## src/rtl/sbpt_pkg.sv

```systemverilog
package sbpt_pkg;
  localparam int unsigned STAT_W  = 3;
  localparam int unsigned ST_SSE  = 0;  // signalled system error
  localparam int unsigned ST_DPE  = 1;  // detected parity error
  localparam int unsigned ST_MDPE = 2;  // master data parity error

  typedef struct packed {
    logic mdpe;
    logic dpe;
    logic sse;
  } stat_set_t;
endpackage

```

## src/rtl/sbpt_event_qual.sv

```systemverilog
module sbpt_event_qual
  import sbpt_pkg::*;
(
  input  logic      evt_data_perr,
  input  logic      perr_seen,
  input  logic      cyc_write,
  input  logic      is_master,
  input  logic      evt_addr_perr,
  input  logic      en_serr,
  input  logic      en_perr_resp,
  input  logic      en_bctrl_serr,
  output stat_set_t set_o,
  output logic      serr_req
);
  logic wr_perr, rd_perr;

  always_comb begin
    wr_perr    = perr_seen & cyc_write;
    rd_perr    = evt_data_perr & ~cyc_write;
    set_o.dpe  = evt_data_perr | evt_addr_perr | (wr_perr & is_master);
    set_o.mdpe = is_master & en_perr_resp & (wr_perr | rd_perr);
    set_o.sse  = evt_addr_perr & en_serr & en_perr_resp & en_bctrl_serr;
    serr_req   = set_o.mdpe | set_o.sse;
  end
endmodule

```

## src/rtl/sbpt_sticky_bit.sv

```systemverilog
module sbpt_sticky_bit (
  input  logic clk,
  input  logic rst_n,
  input  logic set_i,
  input  logic clr_i,
  output logic q
);
  always_ff @(posedge clk or negedge rst_n) begin
    if (!rst_n)     q <= 1'b0;
    else if (set_i) q <= 1'b1;
    else if (clr_i) q <= 1'b0;
  end

  // a set bit survives any cycle without a clear
  a_r9_sticky: assert property (@(posedge clk) disable iff (!rst_n)
    ($past(q) && !$past(clr_i)) |-> q);

  // a clear without a coincident set empties the bit
  a_r8_w1c_clear: assert property (@(posedge clk) disable iff (!rst_n)
    ($past(clr_i) && !$past(set_i)) |-> !q);
endmodule

```

## src/rtl/sbpt_badpar_hold.sv

```systemverilog
module sbpt_badpar_hold (
  input  logic clk,
  input  logic rst_n,
  input  logic up_bad_par,
  input  logic txn_end,
  output logic force_o
);
  always_ff @(posedge clk or negedge rst_n) begin
    if (!rst_n)          force_o <= 1'b0;
    else if (txn_end)    force_o <= 1'b0;
    else if (up_bad_par) force_o <= 1'b1;
  end

  // forcing never runs past the end of its transaction
  a_r7_release: assert property (@(posedge clk) disable iff (!rst_n)
    $past(txn_end) |-> !force_o);
endmodule

```

## src/rtl/sbus_parity_tracker.sv

```systemverilog
module sbus_parity_tracker
  import sbpt_pkg::*;
(
  input  logic              clk,
  input  logic              rst_n,
  input  logic              evt_data_perr,
  input  logic              perr_seen,
  input  logic              cyc_write,
  input  logic              is_master,
  input  logic              evt_addr_perr,
  input  logic              up_bad_par,
  input  logic              txn_end,
  input  logic              en_serr,
  input  logic              en_perr_resp,
  input  logic              en_bctrl_serr,
  input  logic              w1c_strobe,
  input  logic [STAT_W-1:0] w1c_mask,
  output logic [STAT_W-1:0] status,
  output logic              serr_pulse,
  output logic              no_claim,
  output logic              force_bad_par
);
  stat_set_t         set_s;
  logic [STAT_W-1:0] set_vec;
  logic [STAT_W-1:0] clr_vec;
  logic              serr_req;

  sbpt_event_qual u_qual (
    .evt_data_perr (evt_data_perr),
    .perr_seen     (perr_seen),
    .cyc_write     (cyc_write),
    .is_master     (is_master),
    .evt_addr_perr (evt_addr_perr),
    .en_serr       (en_serr),
    .en_perr_resp  (en_perr_resp),
    .en_bctrl_serr (en_bctrl_serr),
    .set_o         (set_s),
    .serr_req      (serr_req)
  );

  assign set_vec = set_s;
  assign clr_vec = w1c_mask & {STAT_W{w1c_strobe}};

  for (genvar i = 0; i < STAT_W; i++) begin : g_stat
    sbpt_sticky_bit u_bit (
      .clk   (clk),
      .rst_n (rst_n),
      .set_i (set_vec[i]),
      .clr_i (clr_vec[i]),
      .q     (status[i])
    );
  end

  always_ff @(posedge clk or negedge rst_n) begin
    if (!rst_n) serr_pulse <= 1'b0;
    else        serr_pulse <= serr_req;
  end

  // an address parity error is never claimed
  assign no_claim = evt_addr_perr;

  sbpt_badpar_hold u_hold (
    .clk        (clk),
    .rst_n      (rst_n),
    .up_bad_par (up_bad_par),
    .txn_end    (txn_end),
    .force_o    (force_bad_par)
  );

  // every SERR pulse is backed by a status bit recorded on the same edge
  a_r5_serr_has_cause: assert property (@(posedge clk) disable iff (!rst_n)
    serr_pulse |-> (status[ST_SSE] | status[ST_MDPE]));
endmodule

```

## config.mk

```make
export PLATFORM = sky130hd
export DESIGN_NAME = sbus_parity_tracker
export DESIGN_NICKNAME = d
export VERILOG_FILES = /design/src/rtl/sbpt_pkg.sv /design/src/rtl/sbpt_event_qual.sv /design/src/rtl/sbpt_sticky_bit.sv /design/src/rtl/sbpt_badpar_hold.sv /design/src/rtl/sbus_parity_tracker.sv
export SDC_FILE = /design/constraint.sdc
export NUM_CORES = 1
export LEC_CHECK = 0
export ABC_AREA = 1
export BUFFER_PORTS_ARGS = -buffer_cell sky130_fd_sc_hd__buf_2
export CORE_AREA = 2 2 39 41
export DETAILED_ROUTE_END_ITERATION = 10
export DIE_AREA = 0 0 41 43
export SLEW_MARGIN = 15
export SYNTH_ARGS = -nofsm -noshare
export SYNTH_HDL_FRONTEND = slang
export SYNTH_SLANG_ARGS = --single-unit
```

## constraint.sdc

```tcl
create_clock -name clk -period 0.8 [get_ports clk]
set_input_delay 0.04 -clock clk [delete_from_list [all_inputs] [get_ports clk]]
set_output_delay 0.04 -clock clk [all_outputs]
set_load 0.05 [all_outputs]
```

Word-level counts from Yosys, hierarchy flattened. Index checks and enable logic that the tools add are counted.

Register bits after elaboration: 5. Logic and storage cells: 31. Output and inout bits: 6.

Multiplexer cells: 8. Reduce and logical (&&, ||, !) cells: 4. Bitwise operators: 14.

Operators by type and width (number): 1-bit bitwise AND (8); 1-bit 2-to-1 mux (8); 2-bit nonzero test (4); 1-bit OR (4); 3-bit bitwise AND (1); 1-bit NOT (1).

Depth between registers and ports, before layout.
Word-level depth: 5. Depth in mapped cells: 5. Mapped depth without buffers: 5.

By module. A second synthesis with hierarchy kept.

Cells, all modules: 40. Area total of the unflattened synthesis: 264.0 um2.

Modules (own cells, without submodules): sbpt_sticky_bit (area each 40.0 um2, times used 3, cells an instance 5, sequential area each 25.0 um2); sbpt_event_qual (area each 56.3 um2, times used 1, cells an instance 14, sequential area each 0.0 um2); sbus_parity_tracker (area each 55.1 um2, times used 1, cells an instance 8, sequential area each 25.0 um2); sbpt_badpar_hold (area each 32.5 um2, times used 1, cells an instance 3, sequential area each 25.0 um2).

Worst setup path after synthesis. Ideal clock, no wire load.

Path kind: register -> register. From: register u_hold.force_o (netlist name). To: register u_hold.force_o. Arrival time: 0.728 ns. Library setup time: 0.118 ns. Stages on the path, launching flop included: 3. Buffers on the path: 0. Slack: -0.046 ns. Path through: dfrtp_1 nor2_1 nor2_1.

RTL lines: end signal: assignment (RTL line sbpt_badpar_hold.sv:9) `if (!rst_n) force_o <= 1'b0;`; end signal: assignment (RTL line sbpt_badpar_hold.sv:10) `else if (txn_end) force_o <= 1'b0;`; end signal: assignment (RTL line sbpt_badpar_hold.sv:11) `else if (up_bad_par) force_o <= 1'b1;`; end: declaration (RTL line sbpt_badpar_hold.sv:6) `output logic force_o`.

Worst setup path after layout.
From: register u_hold.force_o. To: output force_bad_par.

RTL lines: end: declaration (RTL line sbus_parity_tracker.sv:21) `output logic force_bad_par`.

No word-level cell between the ends.

==> reports/results.ini <==
[worst_setup_path]
cp.buffers_inverters=1
end_kind=output port
r2r_start=u_hold.force_o
worstReg2RegEnd=u_hold.force_o
worstSetupPathType=reg -> out
crit_chain=buf_6
reg2reg_slack_ns=0.02
cp.depth=1
crit_family=flip-flops
cp-endpoint=force_bad_par
critPathSlowestCell=dfrtp_2
ff2ff_path_depth=3
arrival_ns=0.80
worstPathRequired_ns=0.76
critPathMaxFanout=2
critPathLaunchType=flip-flop
max_stage_delay_ns=0.41
crit_start=u_hold.force_o

[clock_network]
clock-sinks=5
clk_path_buf_depth=2
cts_htree_levels=1
clock-root-buffer=clkbuf_4
numCtsBuffers=3
clk_pin_slew_worst_paths_ns=0.05
insertion_delay_ns=0.23
cts_tree=built

[detailed_routing]
vias=266
wire_per_inst_um=8.056
drt-initial-drc-count=0
drc=0
via_per_inst=3.746
drt-total-wl_um=572
dr.pass1.iters=1
ant_nets=0

[synthesis]
synthCells=31
synth-seq-cells=5
synthFlopType=dfrtp_1
netlist_top_cells_count=nand2_1 (14), dfrtp_1 (5), buf_4 (4)
synth_edf_count=0
synth.area.top_cells=dfrtp_1 (52%), nand2_1 (22%), buf_4 (12%)
yosysWarnings=0
synth_top_area_share=0.5155
synth.most_common_cell=nand2_1
yosysTopAreaCell=dfrtp_1
synth_fp_nets=47
synth_cell_types=7
netlist_area_um2=242.7
syn_area_per_cell_um2=7.830
postSynth.asyncResetShare=1.000
ys_seq_area_frac=0.5155

[finish]
drive_gt1_frac=0.4909
syn_to_final_growth_pct=75.77
final_nets=72
fillCellCount=161
n_antenna_cell=0

[hold_path]
hold_path_depth=3
min_from=evt_data_perr
worst_hold_path_type=in -> reg

[power]
power_w=0.0007994
power.leakage_nw=0.2479
p_per_area_nw_per_um2=1874
ir_drop_mv=0.4673

[die]
die_width_um=41
ios=22
row_count=14
die-area_um2=1763
core_area_um2=1384
initial_utilization=0.1754
die_h_um=43

[run_status]
status=complete, but fails checks
violations=negative setup slack

[grt]
grt-ovfl-total=0
antenna_found_initial=0
grt_pass1_wl_um=814
grt_pass1_vias=219
grt_max_degree=6
grt.total_usage=0.07762

[sta]
tightest_slew_ns=0.2477
drv_slew=0
max_freq_mhz=1184
worst_slack_ns=-0.04437
fin_crit_sh=1.055
final-hold-violation-count=0
max_slew_margin=0.8360
rsz0062_at_grt=yes
worst_hold_slack_ns=0.03715
layout_min_cycle_time_ns=0.8444
fin_skew_ns=0
final-setup-viol-count=4

[run]
maxCapViolCount=0

[placement]
routabilityCongestion=0.5809
io_buffers=21

what timing repair did:
item | CTS | global route
endpoints found under the hold margin | 6 | 0
resized for setup | 10 | 1
setup endpoints to repair | 5 | 5
hold buffers | 2 | 0
cloned | 0 | 0
setup buffers | 0 | 1
registers in the layout, indices dropped and copies added, names as in the netlist:
| register | flops |
|---|---|
| serr_pulse | 1 |
| g_stat.u_bit.q | 3 |
| u_hold.force_o | 1 |
logic make-up (layout without fill, tap and decap cells):
kind of cell | count (synthesis) | in the layout | share of synthesized area
buffers and inverters | 6 | 30 | 0.1547
DFF | 5 | 5 | 0.5155
and+or+nand+nor | 20 | 20 | 0.3299
metrics by stage:
| step | instance area [um2] | std cells | setup slack (ns) | utilization | setup TNS [ns] |
|---|---|---|---|---|---|
| after floorplan | 244.0 | 31 | 0.03688 | - | 0 |
| after global placement | 339.1 | 64 | 0.1761 | 0.2450 | 0 |
| after detailed placement | 339.1 | 64 | 0.1701 | 0.2450 | 0 |
| after CTS | 416.7 | 70 | -0.03538 | 0.3011 | -0.1006 |
| after global routing | 426.7 | 71 | -0.07518 | 0.3083 | -0.2141 |
| final | 426.7 | 71 | -0.04437 | 0.3083 | -0.06771 |
worst min path at each step:
stage	to	slack (ns)
detailed placement	serr_pulse	-0.14
finish	g_stat[1].u_bit.q	0.04
global placement	serr_pulse	-0.14
CTS	u_hold.force_o	0.02
floorplan	g_stat[0].u_bit.q	-0.26
global route	g_stat[1].u_bit.q	0.06
area by class of cell:
type,count,area (um2),area share
flip-flops and latches,5,126.4,0.2962
inverters,2,7.507,0.01760
multi-input cells,20,82.58,0.1935
repair buffers,24,163.9,0.3842
clock buffers,4,26.28,0.06158
well taps,16,20.02,0.04692
power by group:
part	leakage, nW	switching (W)	internal, W
clock network	0.0150	0.0000990	0.000188
logic	0.174	0.000133	0.0000917
registers	0.0593	0.0000130	0.000275
metal layers:
layer	wire length, um	global-route usage
met1	223	0.08469
met2	295	0.1031
met3	53	0.03141
met4	0	0.08000
met5	0	0
cell usage in the layout, fill, tap and decap left out, drive strengths merged:
cell type    instances
nand2               14
nand3                2
clkbuf               4
buf                 22
nand4                1
nor2                 3
inv                  2
dfrtp                5
dlygate4sd3          2
(Power assumes the default switching activity.)
